<file path="config.mk">
export PLATFORM = sky130hd
export DESIGN_NAME = port_isolation_monitor
export DESIGN_NICKNAME = d
export VERILOG_FILES = /design/src/rtl/isolation_pkg.sv /design/src/rtl/isolation_dp.sv /design/src/rtl/isolation_ctl.sv /design/src/rtl/port_isolation_monitor.sv
export SDC_FILE = /design/constraint.sdc
export NUM_CORES = 1
export LEC_CHECK = 0
export ABC_AREA = 1
export ABC_CLOCK_PERIOD_IN_PS = 1500
export BUFFER_PORTS_ARGS = -buffer_cell sky130_fd_sc_hd__buf_2
export CORE_MARGIN = 2
export CORE_UTILIZATION = 40
export DETAILED_ROUTE_END_ITERATION = 12
export SLEW_MARGIN = 20
export SYNTH_ARGS = -nofsm -noshare
export SYNTH_HDL_FRONTEND = slang
export SYNTH_SLANG_ARGS = --single-unit
</file>
<file path="constraint.sdc">
create_clock -name clk -period 1.5 [get_ports clk]
set_clock_uncertainty 0.05 [all_clocks]
set_input_delay 0.225 -clock clk [delete_from_list [all_inputs] [get_ports clk]]
set_output_delay 0.225 -clock clk [all_outputs]
set_load 0.005 [all_outputs]
</file>
<file path="src/rtl/isolation_pkg.sv">
package isolation_pkg;

  // Strobes from the control decisions to the counters.
  typedef struct packed {
    logic fcInc;
    logic fcClr;
    logic jamLoad;
    logic jamRun;
    logic colInc;
    logic colClr;
  } ctlStrobe_t;

  // Edge and threshold results from the counters.
  typedef struct packed {
    logic fcRise;
    logic fcNear;
    logic fcLow;
    logic jamExpire;
    logic quietHit;
    logic gapMet;
    logic burstEndCol;
    logic burstEndClean;
    logic colNear;
    logic cleanHit;
    logic jabHit;
    logic active;
  } dpStatus_t;

endpackage

</file>
<file path="src/rtl/isolation_dp.sv">
module isolation_dp
  import isolation_pkg::*;
#(
  parameter int unsigned FC_LIMIT     = 2,
  parameter int unsigned JAM_US       = 5,
  parameter int unsigned QUIET_US     = 331,
  parameter int unsigned IDLE_GAP_US  = 640,
  parameter int unsigned COL_LIMIT    = 60,
  parameter int unsigned COL_CLEAR_US = 5,
  parameter int unsigned JABBER_US    = 400
) (
  input  logic       clk,
  input  logic       rstN,
  input  logic       usTick,
  input  logic       rxActive,
  input  logic       rxCollision,
  input  logic       falseCarrier,
  input  ctlStrobe_t strobe,
  output dpStatus_t  status
);

  localparam int unsigned IDLE_CAP = ((QUIET_US > IDLE_GAP_US) ? QUIET_US : IDLE_GAP_US) + 1;
  localparam int unsigned FC_W     = $clog2(FC_LIMIT + 1);
  localparam int unsigned JAM_W    = $clog2(JAM_US + 1);
  localparam int unsigned IDLE_W   = $clog2(IDLE_CAP + 1);
  localparam int unsigned COL_W    = $clog2(COL_LIMIT + 2);
  localparam int unsigned CLEAN_W  = $clog2(COL_CLEAR_US + 1);
  localparam int unsigned JAB_W    = $clog2(JABBER_US + 1);

  logic               prevAct, prevFc, hadCol;
  logic [FC_W-1:0]    fcCount;
  logic [JAM_W-1:0]   jamTimer;
  logic [IDLE_W-1:0]  idleTimer;
  logic [COL_W-1:0]   colCount;
  logic [CLEAN_W-1:0] cleanTimer;
  logic [JAB_W-1:0]   actTimer;

  logic lineIdle, actFall, cleanOk, jamExpire;

  assign lineIdle  = ~rxActive & ~falseCarrier;
  assign actFall   = prevAct & ~rxActive;
  assign cleanOk   = rxActive & ~rxCollision & ~hadCol;
  assign jamExpire = usTick & strobe.jamRun & (jamTimer == JAM_W'(JAM_US - 1));

  // Edge history and in-burst collision memory
  always_ff @(posedge clk) begin
    if (!rstN) begin
      prevAct <= 1'b0;
      prevFc  <= 1'b0;
      hadCol  <= 1'b0;
    end else begin
      prevAct <= rxActive;
      prevFc  <= falseCarrier;
      hadCol  <= rxActive ? (hadCol | rxCollision) : 1'b0;
    end
  end

  // False-carrier event counter
  always_ff @(posedge clk) begin
    if (!rstN)                                          fcCount <= '0;
    else if (strobe.fcClr)                              fcCount <= '0;
    else if (strobe.fcInc && fcCount != FC_W'(FC_LIMIT)) fcCount <= fcCount + 1'b1;
  end

  // Jam duration timer
  always_ff @(posedge clk) begin
    if (!rstN)                                       jamTimer <= '0;
    else if (strobe.jamLoad)                         jamTimer <= '0;
    else if (strobe.jamRun && usTick && !jamExpire)  jamTimer <= jamTimer + 1'b1;
  end

  // Idle-line timer
  always_ff @(posedge clk) begin
    if (!rstN)                                       idleTimer <= '0;
    else if (!lineIdle)                              idleTimer <= '0;
    else if (usTick && idleTimer != IDLE_W'(IDLE_CAP)) idleTimer <= idleTimer + 1'b1;
  end

  // Consecutive collision-burst counter
  always_ff @(posedge clk) begin
    if (!rstN)                                             colCount <= '0;
    else if (strobe.colClr)                                colCount <= '0;
    else if (strobe.colInc && colCount != COL_W'(COL_LIMIT + 1)) colCount <= colCount + 1'b1;
  end

  // Collision-free activity timer
  always_ff @(posedge clk) begin
    if (!rstN)                                            cleanTimer <= '0;
    else if (!cleanOk)                                    cleanTimer <= '0;
    else if (usTick && cleanTimer != CLEAN_W'(COL_CLEAR_US)) cleanTimer <= cleanTimer + 1'b1;
  end

  // Continuous activity timer
  always_ff @(posedge clk) begin
    if (!rstN)                                       actTimer <= '0;
    else if (!rxActive)                              actTimer <= '0;
    else if (usTick && actTimer != JAB_W'(JABBER_US)) actTimer <= actTimer + 1'b1;
  end

  always_comb begin
    status.fcRise        = falseCarrier & ~prevFc;
    status.fcNear        = fcCount >= FC_W'(FC_LIMIT - 1);
    status.fcLow         = ~falseCarrier;
    status.jamExpire     = jamExpire;
    status.quietHit      = usTick & lineIdle & (idleTimer == IDLE_W'(QUIET_US));
    status.gapMet        = idleTimer >= IDLE_W'(IDLE_GAP_US);
    status.burstEndCol   = actFall & hadCol;
    status.burstEndClean = actFall & ~hadCol;
    status.colNear       = colCount >= COL_W'(COL_LIMIT);
    status.cleanHit      = usTick & cleanOk & (cleanTimer == CLEAN_W'(COL_CLEAR_US));
    status.jabHit        = usTick & rxActive & (actTimer == JAB_W'(JABBER_US));
    status.active        = rxActive;
  end


  jam_timer_bound_chk: assert property (@(posedge clk) disable iff (!rstN)
    jamTimer <= JAM_W'(JAM_US - 1));


  col_count_bound_chk: assert property (@(posedge clk) disable iff (!rstN)
    colCount <= COL_W'(COL_LIMIT + 1));

endmodule

</file>
<file path="src/rtl/isolation_ctl.sv">
module isolation_ctl
  import isolation_pkg::*;
(
  input  logic       clk,
  input  logic       rstN,
  input  logic       validPacket,
  input  dpStatus_t  status,
  output ctlStrobe_t strobe,
  output logic       unstableFlag,
  output logic       jamFlag,
  output logic       colFlag,
  output logic       jabFlag
);

  logic unstableSet, unstableClr, jamClr, colSet, colClr;

  always_comb begin
    unstableSet = status.fcRise & status.fcNear;
    unstableClr = unstableFlag & ~status.fcRise &
                  (status.quietHit | (validPacket & status.gapMet));
    jamClr      = jamFlag & (status.fcLow | status.jamExpire);
    colSet      = status.burstEndCol & status.colNear;
    colClr      = colFlag & status.cleanHit;

    strobe.fcInc   = status.fcRise;
    strobe.fcClr   = unstableClr;
    strobe.jamLoad = status.fcRise;
    strobe.jamRun  = jamFlag;
    strobe.colInc  = status.burstEndCol;
    strobe.colClr  = status.burstEndClean | colClr;
  end

  always_ff @(posedge clk) begin
    if (!rstN) begin
      unstableFlag <= 1'b0;
      jamFlag      <= 1'b0;
      colFlag      <= 1'b0;
      jabFlag      <= 1'b0;
    end else begin
      if (unstableSet)      unstableFlag <= 1'b1;
      else if (unstableClr) unstableFlag <= 1'b0;

      if (status.fcRise)    jamFlag <= 1'b1;
      else if (jamClr)      jamFlag <= 1'b0;

      if (colSet)           colFlag <= 1'b1;
      else if (colClr)      colFlag <= 1'b0;

      if (status.jabHit)      jabFlag <= 1'b1;
      else if (!status.active) jabFlag <= 1'b0;
    end
  end


  col_clear_active_chk: assert property (@(posedge clk) disable iff (!rstN)
    $fell(colFlag) |-> $past(status.active));

endmodule

</file>
<file path="src/rtl/port_isolation_monitor.sv">
module port_isolation_monitor
  import isolation_pkg::*;
#(
  parameter int unsigned FC_LIMIT     = 2,
  parameter int unsigned JAM_US       = 5,
  parameter int unsigned QUIET_US     = 331,
  parameter int unsigned IDLE_GAP_US  = 640,
  parameter int unsigned COL_LIMIT    = 60,
  parameter int unsigned COL_CLEAR_US = 5,
  parameter int unsigned JABBER_US    = 400
) (
  input  logic clk,
  input  logic rstN,
  input  logic usTick,
  input  logic rxActive,
  input  logic rxCollision,
  input  logic falseCarrier,
  input  logic validPacket,
  output logic partitioned,
  output logic linkUnstable,
  output logic jamOthers
);

  ctlStrobe_t strobe;
  dpStatus_t  status;
  logic       colPart, jabPart;

  isolation_dp #(
    .FC_LIMIT(FC_LIMIT), .JAM_US(JAM_US), .QUIET_US(QUIET_US),
    .IDLE_GAP_US(IDLE_GAP_US), .COL_LIMIT(COL_LIMIT),
    .COL_CLEAR_US(COL_CLEAR_US), .JABBER_US(JABBER_US)
  ) dp_i (
    .clk(clk), .rstN(rstN), .usTick(usTick), .rxActive(rxActive),
    .rxCollision(rxCollision), .falseCarrier(falseCarrier),
    .strobe(strobe), .status(status)
  );

  isolation_ctl ctl_i (
    .clk(clk), .rstN(rstN), .validPacket(validPacket), .status(status),
    .strobe(strobe), .unstableFlag(linkUnstable), .jamFlag(jamOthers),
    .colFlag(colPart), .jabFlag(jabPart)
  );

  assign partitioned = linkUnstable | colPart | jabPart;


  jam_cause_chk: assert property (@(posedge clk) disable iff (!rstN)
    $rose(jamOthers) |-> $past(falseCarrier));


  unstable_cause_chk: assert property (@(posedge clk) disable iff (!rstN)
    $rose(linkUnstable) |-> $past(falseCarrier));


  jab_release_chk: assert property (@(posedge clk) disable iff (!rstN)
    $fell(rxActive) |=> !jabPart);

endmodule

</file>
* After elaboration in Yosys (flattened, before gate mapping)
Cells that the tools add are included.
** Storage, ports and cells
- Logic and storage cells :: 92
- Register bits after elaboration :: 40
- Output and inout bits :: 3
- Memory bits (writable) :: 0
- Latch bits :: 0
- ROM bits :: 0
- Input port bits :: 7
- Memories kept :: 0
** Operators by class
- Reduce and logical (&&, ||, !) cells :: 17
- Shift-type cells :: 0
- Div/mod/pow operators :: 0
- $lt $le $gt $ge :: 3
- Equality and inequality tests :: 10
- Add/subtract/negate cells :: 6
- Multiplexer cells :: 8
- Bitwise operators :: 35
- Multiply operators :: 0
** Operators with widths (number)
- 1-bit AND :: 22
- 10-bit by 1-bit adder with 10-bit output, second input constant :: 1
- 10-bit by 9-bit equality test with 1-bit output, second input constant :: 1
- 10-bit greater-or-equal comparator, second input constant :: 1
- 10-bit inequality test, second input constant :: 1
- 9-bit by 1-bit adder with 9-bit output, second input constant :: 1
- 9-bit equality test, second input constant :: 1
- 9-bit inequality test, second input constant :: 1
- 1-bit two-way mux :: 8
- 1-bit logical AND :: 7
- 1-bit inverter :: 7
- 3-bit by 1-bit adder with 3-bit output, second input constant :: 2
- 6-bit by 1-bit adder with 6-bit output, second input constant :: 1
- 3-bit equality test, second input constant :: 2
- 6-bit greater-or-equal comparator, second input constant :: 1
- 6-bit inequality test, second input constant :: 1
- 1-bit OR :: 6
- 2-bit AND reduction :: 3
- 2-bit nonzero test :: 3
- 2-bit OR reduction :: 3
- 3-bit inequality test, second input constant :: 1
- 2-bit by 1-bit adder with 2-bit output, second input constant :: 1
- 2-bit by 1-bit greater-or-equal comparator with 1-bit output, second input constant :: 1
- 2-bit by 1-bit inequality test with 1-bit output, second input constant :: 1
- other kinds (2) :: 2

* Depth between registers and ports, before layout
- Depth in word-level cells :: 8
- Mapped depth :: 9
- Mapped depth without buffers :: 9

* Modules after synthesis
From an unflattened synthesis, not the netlist that was laid out.
** Second synthesis, totals
- Cells, all modules :: 346
- Area total of the unflattened synthesis :: 2349.8 um^2
** By module, submodules not included
- isolation_dp :: seq. area each 720.7 um^2, area an instance 2127.0 um^2, cells each 313, times used 1
- isolation_ctl :: seq. area each 80.1 um^2, area an instance 211.5 um^2, cells each 30, times used 1
- port_isolation_monitor :: seq. area each 0.0 um^2, area an instance 11.3 um^2, cells each 3, times used 1

* Least setup slack after synthesis
No wires, ideal clock.
- Path type :: register to register
- Start point :: register dp_i.actTimer[0]
- End point :: register dp_i.actTimer[1]
- Clock period less this slack :: 1286 ps
- Required time :: 1334 ps
- Setup slack :: 214 ps
- Setup time :: 116 ps
- Stages on the path, launching flop included :: 9
- Arrival time :: 1121 ps
- Path buffers :: 0
- Cells stage by stage :: dfxtp_1 inv_1 ha_1 nand2_1 nor3_2 nand2_1 nand2_4 o21ai_0 nor2_1
** Between the ends
- Word-level cells in the longest chain between the ends :: 2
- Elaborated cells on any way between the ends :: 3
- Those cells by class :: 1 x add/sub; 1 x eq/ne; 1 x reduce/logical
** Ends and longest elaborated chain
- start: declaration :: RTL line isolation_dp.sv:36 : logic [JAB_W-1:0] actTimer;
- start signal: assignment :: RTL line isolation_dp.sv:97 : else if (usTick && actTimer != JAB_W'(JABBER_US)) actTimer <= actTimer + 1'b1;
- branches (longest 2 deep; another with 9-bit by 1-bit adder with 9-bit output)
Several ways; the timed one is not identified.
A chain may end at the register's enable or synchronous reset.

* Worst setup path after layout
- Start point :: register dp_i.actTimer[0]
- End point :: register dp_i.actTimer[0]
Same word-level chain as after synthesis.

==> metrics.yaml <==
status:
  status: "finished, final reports clean"
worst_hold_path:
  hold_path_class: "input port to flip-flop"
logic_synthesis:
  netlist_area_um2: 2316
  ys_ff_latch: 40
  synth_top_area_share_pct: 34.58
  yosys.area.top_type: "dfxtp_1"
  ys_types: 31
  syn_avg_cell_area_um2: 6.872
  syn-num-nets: 357
  ys_warn_count: 0
  syn_inst: 337
  yosysSeqAreaShare_pct: 34.58
  synth_area_leaders: "dfxtp_1 (35%), nand2_1 (15%), inv_1 (7.6%)"
job:
  drv_cap: 0
critical_path:
  crit_path_cell_trace: "inv_1, ha_1, nand2_1, nor3_2, nand2_2, nand2_4, o21ai_0, nor2_1"
  cp.arrival_ps: 1530
  reg2reg_slack_ps: 110
  worstPathRequired_ps: 1640
  start_kind: "flip-flop"
  critPathCaptureType: "flip-flop"
  worstPathMaxFanout: 8
  crit_path_max_incr_delay_ps: 380
  critical_path_class: "flip-flop to flip-flop"
  critPathSlowestCell: "dfxtp_1"
clocking:
  clkLatencyLatePin_ps: 290
  clk_path_buf_depth: 2
  cts_tree: "done"
  numCtsBuffers: 5
  numClockSinks: 40
  clkTransAtPathRegs_ps: 80
  cts-hold-fix-buffers: 0
  h-tree-depth: 2
  cts_root_buffer: "clkbuf_8"
grt:
  grt_max_degree: 13
  antenna_found_initial: 0
  grt_pass1_wl_um: 8004
  grt_remaining_overflow: 0
  grtUsageTotal_pct: 15.86
  grt_pass1_vias: 1835
sta:
  fin_crit_sh_pct: 92.88
  fin_tns_setup_ps: 0
  setup_viol: 0
  slew-limit-headroom_pct: 63.65
  post-route-min-period_ps: 1393
  tightest_slew_ps: 542.8
  fmax_ghz: 0.7178
  final-max-slew-violation-count: 0
  rsz0062_at_grt: "false"
  final-hold-violation-count: 0
final_layout:
  fillCellCount: 587
  area_growth_pct: 13.07
  n_antenna_cell: 0
  layout.nets: 375
  seq_area_um2: 802.0
  drive_gt1_share_pct: 15.45
  post-route-util_pct: 47.27
  multiInputGateArea_um2: 1299
  stdcell_count: 428
placement:
  hpwl_um: 3415
  gp_congestion: 0.8681
  io_buffers: 9
  dp.cells: 420
floorplanning:
  die-area_um2: 6414
  rows: 27
  die_w_um: 80.09
  initial_core_util_pct: 41.80
  io-pin-count: 10
  dieHeight_um: 80.09
  core_um2: 5540
routing:
  vias: 2011
  first_pass_iters: 4
  ant_nets: 0
  vias_per_cell: 4.699
  routedWlPerCell_um: 10.65
  drc: 0
  dr.first_iter.drc_count: 49
  drt_wl_total_um: 4558
power_and_ir_drop:
  power_density_nw_per_um2: 853.2
  p_leak_uw: 0.001137
  vdd_drop_max_v: 0.0004477
-- area by class of cell --
class	count	share of cell area [%]
clock buffers	7	3.679
well taps	72	3.440
flip-flops and latches	40	30.63
multi-input cells	238	49.59
clock inverters	1	1.147
inverters	55	8.075
repair buffers	15	3.440
-- synthesized netlist by cell type --
cell type,instances
buf_4,3
a21oi_2,1
nand2_8,1
a21oi_1,23
buf_2,1
nor3_2,1
dfxtp_1,40
o21ai_0,8
nand2_4,2
or2_2,2
nand3_1,19
nand2_1,91
nand4_1,10
o211ai_1,2
xor2_1,10
nor3b_1,1
a211oi_1,1
nor2_1,33
clkinv_1,1
nor3_1,4
nor2_2,4
ha_1,13
inv_2,6
nor2_4,2
inv_1,47
o21ai_1,1
nand3_2,2
or2_4,1
inv_6,1
xnor2_1,2
nand2_2,4
-- critical path: cells and delay by family, from the launching register on --
family / cells / cell delay [ps]
simple gates: 5 / 380
compound gates: 1 / 180
flops: 1 / 380
buf+inv: 1 / 90
fa+ha+maj: 1 / 210
-- kinds of logic after synthesis --
| family | synth area share (%) |
|---|---|
| flops | 34.58 |
| fa+ha+maj | 7.023 |
| xor+xnor | 4.538 |
| simple gates | 35.28 |
| compound gates | 8.266 |
| buf+inv | 10.32 |
-- worst paths after layout --
path	endpoint	startpoint	cells past startpoint
setup / recovery	dp_i.actTimer[0]	dp_i.actTimer[0]	8
hold / removal	dp_i.prevFc	falseCarrier	3
hold reg to reg	ctl_i.jabFlag	ctl_i.jabFlag	2
setup reg to reg	dp_i.actTimer[0]	dp_i.actTimer[0]	8
-- cells in the final DEF (no fill, tap or decap), types with 2 or more instances in the layout --
cell type,count
inv_2,6
nand4_1,10
o21ai_1,2
nand3_2,3
nor2_2,3
o21ai_0,7
nor3_1,4
ha_1,12
nor2_4,4
o211ai_1,2
dfxtp_1,39
buf_4,6
xnor2_1,2
nand2_1,90
buf_2,9
inv_1,47
xor2_1,10
nand3_1,18
nand2_4,2
nand2_2,5
a21oi_1,23
clkbuf_8,7
or2_2,2
nor2_1,32
-- registers in the layout, indices dropped and copies added (netlist names), 2 cells and up --
name and cells:
dp_i.cleanTimer 3, dp_i.fcCount 2, dp_i.colCount 6, dp_i.idleTimer 10, dp_i.actTimer 9, dp_i.jamTimer 3
-- layer usage --
layer  track usage (%)  share of wire (%)  vias to the layer above
li1                  -                  -                     1087
met1             20.19                 52                      897
met2             25.92                 44                       18
met3             3.596                2.3                        9
met4             6.271                1.8                        0
met5                 0                  0                        -
-- power by group --
group | internal [uW] | leakage (uW) | switching [uW]
Sequential | 1080 | 0.000325 | 18.1
Combinational | 60.6 | 0.000748 | 101
Clock | 587 | 0.0000645 | 385
-- stage by stage --
stage / hold WS, ps / total power, uW / setup slack, ps / cell area (um^2)
6_report: 126.6 / 2234 / 106.8 / 2619
5_1_grt: 128.0 / 2345 / 3.814 / 2619
4_1_cts: 111.6 / 2276 / 31.57 / 2595
3_5_place_dp: 410.2 / 1286 / 73.29 / 2469
3_3_place_gp: 404.4 / 1283 / 117.0 / 2469
2_1_floorplan: 268.5 / 1233 / 213.6 / 2316
-- timing repair --
action                     4_1_cts  5_1_grt
setup endpoints to repair        0       13
buffers inserted                 0        0
hold endpoints to repair         0        0
resized for setup                0        8
Power figures use the tool's default switching activity.
